File: src/rtl/aud_rx_pkg.sv
package aud_rx_pkg;
  localparam int SAMPLE_W = 24;
  localparam int SHIFT_W  = 32;
  localparam int CNT_W    = $clog2(SHIFT_W + 1);
  localparam int WID_W    = 5;

  typedef enum logic [1:0] {MODE_I2S, MODE_LJ, MODE_RJ} frame_mode_e;

  function automatic frame_mode_e fmt_mode(input logic [2:0] f);
    case (f)
      3'b000, 3'b001, 3'b111: fmt_mode = MODE_I2S;
      3'b010:                 fmt_mode = MODE_LJ;
      default:                fmt_mode = MODE_RJ;
    endcase
  endfunction

  function automatic logic [WID_W-1:0] fmt_width(input logic [2:0] f);
    case (f)
      3'b001, 3'b101, 3'b111: fmt_width = WID_W'(16);
      3'b100:                 fmt_width = WID_W'(20);
      3'b110:                 fmt_width = WID_W'(18);
      default:                fmt_width = WID_W'(24);
    endcase
  endfunction
endpackage

File: src/rtl/bit_sync.sv
module bit_sync #(
  parameter int W = 3
) (
  input  logic         clk_i,
  input  logic         rst_ni,
  input  logic [W-1:0] in_i,
  output logic [W-1:0] out_o,
  output logic [W-1:0] rise_o
);
  logic [W-1:0] ff1_q, ff2_q, ff3_q;

  generate
    for (genvar i = 0; i < W; i++) begin : g_bit
      always_ff @(posedge clk_i or negedge rst_ni) begin
        if (!rst_ni) begin
          ff1_q[i] <= 1'b0;
          ff2_q[i] <= 1'b0;
          ff3_q[i] <= 1'b0;
        end else begin
          ff1_q[i] <= in_i[i];
          ff2_q[i] <= ff1_q[i];
          ff3_q[i] <= ff2_q[i];
        end
      end
      assign rise_o[i] = ff2_q[i] & ~ff3_q[i];
    end
  endgenerate

  assign out_o = ff2_q;

  AST_RISE_SINGLE: assert property (@(posedge clk_i) disable iff (!rst_ni)
    rise_o[0] |=> !rise_o[0]);
endmodule

File: src/rtl/rx_framer.sv
module rx_framer
  import aud_rx_pkg::*;
(
  input  logic                clk_i,
  input  logic                rst_ni,
  input  logic                clr_i,
  input  frame_mode_e         mode_i,
  input  logic                rise_i,
  input  logic                lr_i,
  input  logic                sd_i,
  output logic                cap_o,
  output logic                cap_left_o,
  output logic [SHIFT_W-1:0]  cap_sh_o,
  output logic [CNT_W-1:0]    cap_cnt_o
);
  logic               seen_q, armed_q, lr_last_q;
  logic [SHIFT_W-1:0] sh_q, sh_nxt;
  logic [CNT_W-1:0]   cnt_q, cnt_inc;
  logic               edge_w, left_w;

  assign sh_nxt  = {sh_q[SHIFT_W-2:0], sd_i};
  assign cnt_inc = (cnt_q == CNT_W'(SHIFT_W)) ? cnt_q : cnt_q + 1'b1;
  assign edge_w  = seen_q && (lr_i != lr_last_q);
  // I2S: low word clock is left; other framings: high is left
  assign left_w  = (mode_i == MODE_I2S) ? ~lr_last_q : lr_last_q;

  always_ff @(posedge clk_i or negedge rst_ni) begin
    if (!rst_ni) begin
      seen_q <= 1'b0; armed_q <= 1'b0; lr_last_q <= 1'b0;
      sh_q <= '0; cnt_q <= '0;
      cap_o <= 1'b0; cap_left_o <= 1'b0; cap_sh_o <= '0; cap_cnt_o <= '0;
    end else if (clr_i) begin
      seen_q <= 1'b0; armed_q <= 1'b0; cnt_q <= '0; cap_o <= 1'b0;
    end else begin
      cap_o <= 1'b0;
      if (rise_i) begin
        seen_q    <= 1'b1;
        lr_last_q <= lr_i;
        sh_q      <= sh_nxt;
        if (edge_w) begin
          armed_q    <= 1'b1;
          cap_o      <= armed_q;
          cap_left_o <= left_w;
          if (mode_i == MODE_I2S) begin
            // one-bit delay: this bit closes the previous word
            cap_sh_o  <= sh_nxt;
            cap_cnt_o <= cnt_inc;
            cnt_q     <= '0;
          end else begin
            cap_sh_o  <= sh_q;
            cap_cnt_o <= cnt_q;
            cnt_q     <= CNT_W'(1);
          end
        end else begin
          cnt_q <= cnt_inc;
        end
      end
    end
  end

  AST_CAP_ON_RISE: assert property (@(posedge clk_i) disable iff (!rst_ni)
    cap_o |-> $past(rise_i));
  AST_CNT_BOUND: assert property (@(posedge clk_i) disable iff (!rst_ni)
    cap_o |-> cap_cnt_o <= CNT_W'(SHIFT_W));
endmodule

File: src/rtl/word_align.sv
module word_align
  import aud_rx_pkg::*;
(
  input  frame_mode_e          mode_i,
  input  logic [WID_W-1:0]     width_i,
  input  logic [SHIFT_W-1:0]   sh_i,
  input  logic [CNT_W-1:0]     cnt_i,
  output logic [SAMPLE_W-1:0]  word_o
);
  logic [CNT_W-1:0]   nb, wid;
  logic [SHIFT_W-1:0] v, m, al;

  assign wid = CNT_W'(width_i);

  always_comb begin
    if (mode_i == MODE_RJ) begin
      nb = wid;
      v  = sh_i;
    end else begin
      nb = (cnt_i < wid) ? cnt_i : wid;
      v  = sh_i >> (cnt_i - nb);
    end
    m  = (SHIFT_W'(1) << nb) - SHIFT_W'(1);
    al = (v & m) << (CNT_W'(SAMPLE_W) - nb);
  end

  assign word_o = al[SAMPLE_W-1:0];

  always_comb begin
    if (mode_i == MODE_RJ)
      AST_RJ_WIDTH: assert (nb <= CNT_W'(SAMPLE_W));
  end
endmodule

File: src/rtl/aud_serial_rx.sv
module aud_serial_rx
  import aud_rx_pkg::*;
(
  input  logic                clk_i,
  input  logic                rst_ni,
  input  logic                pdn_i,
  input  logic [2:0]          fmt_i,
  input  logic                bclk_i,
  input  logic                lrck_i,
  input  logic                sdata_i,
  output logic [SAMPLE_W-1:0] left_o,
  output logic [SAMPLE_W-1:0] right_o,
  output logic                valid_o
);
  logic [2:0]          fmt_q;
  logic [2:0]          s_val, s_rise;
  logic                cap, cap_left;
  logic [SHIFT_W-1:0]  cap_sh;
  logic [CNT_W-1:0]    cap_cnt;
  logic [SAMPLE_W-1:0] word, l_hold_q;
  logic                have_left_q;
  frame_mode_e         mode;
  logic [WID_W-1:0]    width;

  assign mode  = fmt_mode(fmt_q);
  assign width = fmt_width(fmt_q);

  always_ff @(posedge clk_i or negedge rst_ni) begin
    if (!rst_ni)    fmt_q <= 3'b000;
    else if (pdn_i) fmt_q <= fmt_i;
  end

  bit_sync #(.W(3)) u_sync (
    .clk_i (clk_i),
    .rst_ni(rst_ni),
    .in_i  ({sdata_i, lrck_i, bclk_i}),
    .out_o (s_val),
    .rise_o(s_rise)
  );

  rx_framer u_framer (
    .clk_i     (clk_i),
    .rst_ni    (rst_ni),
    .clr_i     (pdn_i),
    .mode_i    (mode),
    .rise_i    (s_rise[0]),
    .lr_i      (s_val[1]),
    .sd_i      (s_val[2]),
    .cap_o     (cap),
    .cap_left_o(cap_left),
    .cap_sh_o  (cap_sh),
    .cap_cnt_o (cap_cnt)
  );

  word_align u_align (
    .mode_i (mode),
    .width_i(width),
    .sh_i   (cap_sh),
    .cnt_i  (cap_cnt),
    .word_o (word)
  );

  always_ff @(posedge clk_i or negedge rst_ni) begin
    if (!rst_ni) begin
      left_o <= '0; right_o <= '0; valid_o <= 1'b0;
      l_hold_q <= '0; have_left_q <= 1'b0;
    end else if (pdn_i) begin
      left_o <= '0; right_o <= '0; valid_o <= 1'b0;
      have_left_q <= 1'b0;
    end else begin
      valid_o <= 1'b0;
      if (cap) begin
        if (cap_left) begin
          l_hold_q    <= word;
          have_left_q <= 1'b1;
        end else if (have_left_q) begin
          left_o      <= l_hold_q;
          right_o     <= word;
          valid_o     <= 1'b1;
          have_left_q <= 1'b0;
        end
      end
    end
  end

  AST_VALID_PULSE: assert property (@(posedge clk_i) disable iff (!rst_ni)
    valid_o |=> !valid_o);
  AST_PDN_QUIET: assert property (@(posedge clk_i) disable iff (!rst_ni)
    pdn_i |=> (!valid_o && left_o == '0 && right_o == '0));
  AST_FMT_HOLD: assert property (@(posedge clk_i) disable iff (!rst_ni)
    !pdn_i |=> $stable(fmt_q));
  AST_LOW_ZERO: assert property (@(posedge clk_i) disable iff (!rst_ni)
    valid_o |-> ((right_o & ~({SAMPLE_W{1'b1}} << (SAMPLE_W - int'(width)))) == '0));
endmodule

File: config.mk
export PLATFORM = sky130hd
export DESIGN_NAME = aud_serial_rx
export DESIGN_NICKNAME = d
export VERILOG_FILES = /design/src/rtl/aud_rx_pkg.sv /design/src/rtl/bit_sync.sv /design/src/rtl/rx_framer.sv /design/src/rtl/word_align.sv /design/src/rtl/aud_serial_rx.sv
export SDC_FILE = /design/constraint.sdc
export NUM_CORES = 1
export LEC_CHECK = 0
export BUFFER_PORTS_ARGS = -buffer_cell sky130_fd_sc_hd__buf_2
export CORE_ASPECT_RATIO = 1.2
export CORE_MARGIN = 8
export CORE_UTILIZATION = 39
export DETAILED_ROUTE_END_ITERATION = 12
export SYNTH_ARGS = -nofsm -noshare
export SYNTH_HDL_FRONTEND = slang
export SYNTH_SLANG_ARGS = --single-unit
export TNS_END_PERCENT = 100
File: constraint.sdc
create_clock -name clk_i -period 17.1 [get_ports clk_i]
set_input_delay 0.855 -clock clk_i [delete_from_list [all_inputs] [get_ports clk_i]]
set_output_delay 0.855 -clock clk_i [all_outputs]
set_load 0.01 [all_outputs]
==> flow_summary.toml <==
[layout]
finish.net_count = 1347
final.fill_count = 3011
antenna-diode-count = 0
finalInstanceArea_sq_mm = 0.01327
area_delta_synth_final_pct = 10.22
share_of_layout_cells_above_drive_strength_1_pct = 16.83
finish.utilization_pct = 43.53

[logic_synthesis]
synth_sequential_area_ratio_pct = 34.30
synth_top_area_share_pct = 34.30
ys.warnings.count = 0
synth.top_cells.by_area = "sky130_fd_sc_hd__dfrtp_1, sky130_fd_sc_hd__mux2i_1, sky130_fd_sc_hd__mux4_2, sky130_fd_sc_hd__nand2_1, sky130_fd_sc_hd__mux2_2"
synth.top_cells.by_count = "sky130_fd_sc_hd__dfrtp_1, sky130_fd_sc_hd__nand2_1, sky130_fd_sc_hd__o21ai_0"
synth-seq-cells = 165
synth_fp_nets = 1350
post_synth_instance_area_sq_mm = 0.01204
netlist-cell-type-count = 90
synthesis.area_per_instance_sq_um = 9.071
synth_area_leader_cell = "sky130_fd_sc_hd__dfrtp_1"
async_set_reset_flop_share_out_of_synthesis_pct = 100.0
synth_enable_flop_cells = 0
post_synth_inst_count = 1327
dominantRegCellSynth = "sky130_fd_sc_hd__dfrtp_1"
synth.most_common_cell = "sky130_fd_sc_hd__dfrtp_1"

[detailed_routing]
detail_route.iter0.violations = 1423
drc = 0
postRouteWirelength_um = 39090
drtAntennaViolNets = 0
wl_per_cell_um = 22.55
post_drt_via_cell_ratio = 6.434
firstDrtPassIters = 8
route.vias.total = 11150

[clock_network]
cts-buffers-inserted = 17
tritoncts_num_sinks = 165
clk_path_buf_depth = 2
cts-root-buf = "sky130_fd_sc_hd__clkbuf_16"
clkTransAtPathRegs_ns = 0.08
clk-insertion-delay-late_ns = 0.45
postCtsResizedCells = 0
cts.repair_timing.setup_buffer_count = 0
holdBufCountCts = 0
ctsHtreeMaxLevel = 4
tritoncts = "done"

[power]
p_clk_share_pct = 30.5
p_switching_uw = 533.6
vdd_drop_max_mv = 0.05892
intPower_uw = 761.6
total_leakage_power_uw = 0.005644
power_density_mw_per_mm2 = 97.62
power_share_of_the_sequential_group_pct = 33.1
power_switching_share_pct = 41.20
pwr-share-comb_pct = 36.4

[floorplanning]
initial_utilization_pct = 39.50
top_level_ports = 58
core_region_area_sq_mm = 0.03048
core_rows = 70
die_w_um = 176.4
fp.dieArea_sq_mm = 0.03677
die_h_um = 208.5

[timing]
timing.final.crit_share_pct = 46.76
worst_tran_pin_value_ns = 1.083
clock-skew-final_ns = 0.01094
timing.final.crit_period_ns = 7.995
setup_total_negative_slack_ns = 0
maximum_clock_rate_mhz = 125.1
finalSetupViolations = 0
rsz_0062_raised_after_global_routing = "no"
final-max-slew-violation-count = 0
max-slew-margin-rel_pct = 27.67
timing.final.hold_violations = 0

[grt]
track_usage_pct = 20.89
use_met2_pct = 33.82
use_met1_pct = 26.89
grt_max_degree = 91
grt-ovfl-total = 0
global_route_wire_length_before_repair_um = 61500
first_global_vias = 10576
antenna_found_initial = 0
grt_busiest_layer = "met2"
met3_usage_pct = 3.406

[setup_path]
worstSetupEndpointType = "flop"
r2r-end = "l_hold_q[17]"
delay_contributed_by_the_slowest_stage_of_the_critical_path_ns = 0.87
kind_of_cell_with_the_highest_combined_delay_on_the_critical_path = "compound AO/OA/AOI/OAI gates"
cp_data_required_time_ns = 17.49
critical_path.reg2reg.startpoint = "fmt_q[2]"
critical_path.startpoint_type = "flop"
reg2reg_setup_slack_ns = 9.10
largest_driver_fanout_on_the_critical_path = 31
critPathBufInv = 5
cp.arrival_ns = 8.38
critical-path-slowest-cell = "sky130_fd_sc_hd__a2111oi_0"
worst-setup-path-type = "flop to flop"
most_common_cell_type_on_the_critical_path = "sky130_fd_sc_hd__ha_1"
cp_cell_sequence = "nor3b_2 -> inv_2 -> ha_1 -> nand4b_4 -> o211ai_2 -> buf_4 -> nor3_2 -> buf_4 -> inv_1 -> ha_1 -> and2_1 -> a21boi_0 -> nand2_1 -> ha_1 -> inv_1 -> nand3_1 -> a2111oi_0 -> nand2_1 -> o21a_1 -> mux4_2 -> o31ai_1 -> a22o_1"
number_of_cell_instances_on_the_worst_register_to_register_path = 22

[worst_hold_path]
worst_hold_path_type = "flop to flop"
hold_start = "u_sync.ff1_q[1]"
timing.hold.worst_path_depth = 0
worstHoldEndpoint = "u_sync.out_o[1]"

[placed_design]
place.detailed.hpwl_um = 28340
buffer_ports.inserted = 57
placed_cell_area_sq_mm = 0.01266
finalWeightedCongestion = 0.9874

[run_status]
status = "completed"

[job]
max_cap_viols = 0
-- power by group through the flow --
stage	registers, uW	logic (uW)	clock network (uW)
finish	429	472	394
global route	432	501	421
CTS	429	461	404
detailed placement	437	460	0
global placement	436	462	0
floorplan	427	331	0
-- cells in the final DEF (no fill, tap or decap), types with 6 or more instances in the layout --
| cell type | synthesis | final |
|---|---|---|
| sky130_fd_sc_hd__nand3_1 | 56 | 55 |
| sky130_fd_sc_hd__nor3_1 | 28 | 27 |
| sky130_fd_sc_hd__buf_4 | 3 | 23 |
| sky130_fd_sc_hd__o2111ai_1 | 9 | 9 |
| sky130_fd_sc_hd__nand2_1 | 144 | 144 |
| sky130_fd_sc_hd__ha_1 | 13 | 13 |
| sky130_fd_sc_hd__a32oi_1 | 14 | 14 |
| sky130_fd_sc_hd__and3_1 | 12 | 12 |
| sky130_fd_sc_hd__nor4_1 | 9 | 9 |
| sky130_fd_sc_hd__nand4_1 | 22 | 22 |
| sky130_fd_sc_hd__mux2i_1 | 83 | 83 |
| sky130_fd_sc_hd__or2_2 | 6 | 6 |
| sky130_fd_sc_hd__a2111oi_0 | 6 | 6 |
| sky130_fd_sc_hd__a211oi_1 | 23 | 23 |
| sky130_fd_sc_hd__and2_1 | 20 | 20 |
| sky130_fd_sc_hd__xnor2_1 | 11 | 10 |
| sky130_fd_sc_hd__mux4_2 | 29 | 29 |
| sky130_fd_sc_hd__mux2_2 | 48 | 48 |
| sky130_fd_sc_hd__a22o_1 | 52 | 52 |
| sky130_fd_sc_hd__o21ai_0 | 105 | 105 |
| sky130_fd_sc_hd__a22oi_1 | 7 | 7 |
| sky130_fd_sc_hd__a21oi_1 | 48 | 47 |
| sky130_fd_sc_hd__o21a_1 | 7 | 7 |
| sky130_fd_sc_hd__a31oi_1 | 17 | 16 |
| sky130_fd_sc_hd__o31ai_1 | 10 | 10 |
| sky130_fd_sc_hd__o221ai_1 | 7 | 6 |
| sky130_fd_sc_hd__dfrtp_1 | 165 | 165 |
| sky130_fd_sc_hd__nand2b_1 | 9 | 9 |
| sky130_fd_sc_hd__or3_1 | 6 | 6 |
| sky130_fd_sc_hd__nor2_1 | 82 | 82 |
| sky130_fd_sc_hd__a21o_1 | 12 | 12 |
| sky130_fd_sc_hd__inv_1 | 21 | 21 |
| sky130_fd_sc_hd__buf_2 | 16 | 56 |
| sky130_fd_sc_hd__o211ai_1 | 19 | 19 |
| sky130_fd_sc_hd__o32ai_1 | 6 | 6 |
| sky130_fd_sc_hd__o22ai_1 | 13 | 13 |
| sky130_fd_sc_hd__clkbuf_16 | 0 | 17 |
-- final cells by class --
type	count	area [sq um]	area share, %
clock inverters	15	185.2	1.396
flip-flops and latches	165	4129	31.12
inverters	25	93.84	0.7073
multi-input cells	1035	7475	56.34
repair buffers	80	464.2	3.499
well taps	396	495.5	3.734
clock buffers	17	425.4	3.206
-- worst max path at each step --
| stage | startpoint | endpoint | slack [ns] | cells past startpoint |
|---|---|---|---|---|
| 2_1_floorplan | fmt_q[0] | l_hold_q[19] | 10.90 | 27 |
| 4_1_cts | fmt_q[2] | l_hold_q[17] | 9.35 | 22 |
| 3_3_place_gp | fmt_q[2] | l_hold_q[17] | 9.64 | 22 |
| 5_1_grt | fmt_q[2] | l_hold_q[17] | 8.75 | 22 |
| 6_report | fmt_q[2] | l_hold_q[17] | 9.10 | 22 |
| 3_5_place_dp | fmt_q[2] | right_o[17] | 9.37 | 22 |
-- stage by stage --
| stage | hold WS (ns) | setup slack, ns | total power [uW] | cells |
|---|---|---|---|---|
| finish | 0.3491 | 9.105 | 1295 | 1733 |
| global route | 0.3576 | 8.751 | 1354 | 1733 |
| CTS | 0.3525 | 9.354 | 1294 | 1733 |
| detailed placement | 0.3356 | 9.369 | 896.7 | 1701 |
| global placement | 0.3341 | 9.639 | 897.9 | 1701 |
| floorplan | 0.3312 | 10.90 | 758.1 | 1327 |
-- worst register-to-register path, cell delays in order, from the launching register on --
cell and delay, ns:
sky130_fd_sc_hd__dfrtp_1 0.52, sky130_fd_sc_hd__nor3b_2 0.61, sky130_fd_sc_hd__inv_2 0.13, sky130_fd_sc_hd__ha_1 0.39, sky130_fd_sc_hd__nand4b_4 0.15, sky130_fd_sc_hd__o211ai_2 0.19, sky130_fd_sc_hd__buf_4 0.37, sky130_fd_sc_hd__nor3_2 0.07
sky130_fd_sc_hd__buf_4 0.25, sky130_fd_sc_hd__inv_1 0.71, sky130_fd_sc_hd__ha_1 0.56, sky130_fd_sc_hd__and2_1 0.21, sky130_fd_sc_hd__a21boi_0 0.57, sky130_fd_sc_hd__nand2_1 0.22, sky130_fd_sc_hd__ha_1 0.34, sky130_fd_sc_hd__inv_1 0.19
sky130_fd_sc_hd__nand3_1 0.12, sky130_fd_sc_hd__a2111oi_0 0.87, sky130_fd_sc_hd__nand2_1 0.18, sky130_fd_sc_hd__o21a_1 0.28, sky130_fd_sc_hd__mux4_2 0.49, sky130_fd_sc_hd__o31ai_1 0.33, sky130_fd_sc_hd__a22o_1 0.18
-- cell families (layout without fill, tap and decap cells) --
kind of cell / count (synthesis) / in the layout / synth area share [%]
AO/OA/AOI/OAI: 421 / 421 / 24.76
XOR/XNOR: 17 / 17 / 1.299
adder cells (fa/ha/maj): 15 / 15 / 1.601
buffers and inverters: 127 / 137 / 4.230
flip-flops: 165 / 165 / 34.30
multiplexers: 160 / 160 / 16.82
other: 1 / 1 / 0.03115
AND/OR/NAND/NOR: 421 / 421 / 16.96
-- flip-flops by register name, indices dropped and copies added (netlist names), 3 cells and up --
name                count
fmt_q                   3
l_hold_q               24
left_o                 24
right_o                24
u_framer.cap_cnt_o      6
u_framer.cap_sh_o      32
u_framer.cnt_q          6
u_framer.sh_q          32
u_sync.ff1_q            3
u_sync.out_o            3
-- routing by layer --
| layer | share of wire (%) | up-vias |
|---|---|---|
| met2 | 47 | 515 |
| met1 | 41 | 5447 |
| met3 | 7.2 | 112 |
| li1 | - | 5076 |
| met4 | 4.2 | 0 |
| met5 | 0 | - |
(Power assumes the default switching activity.)
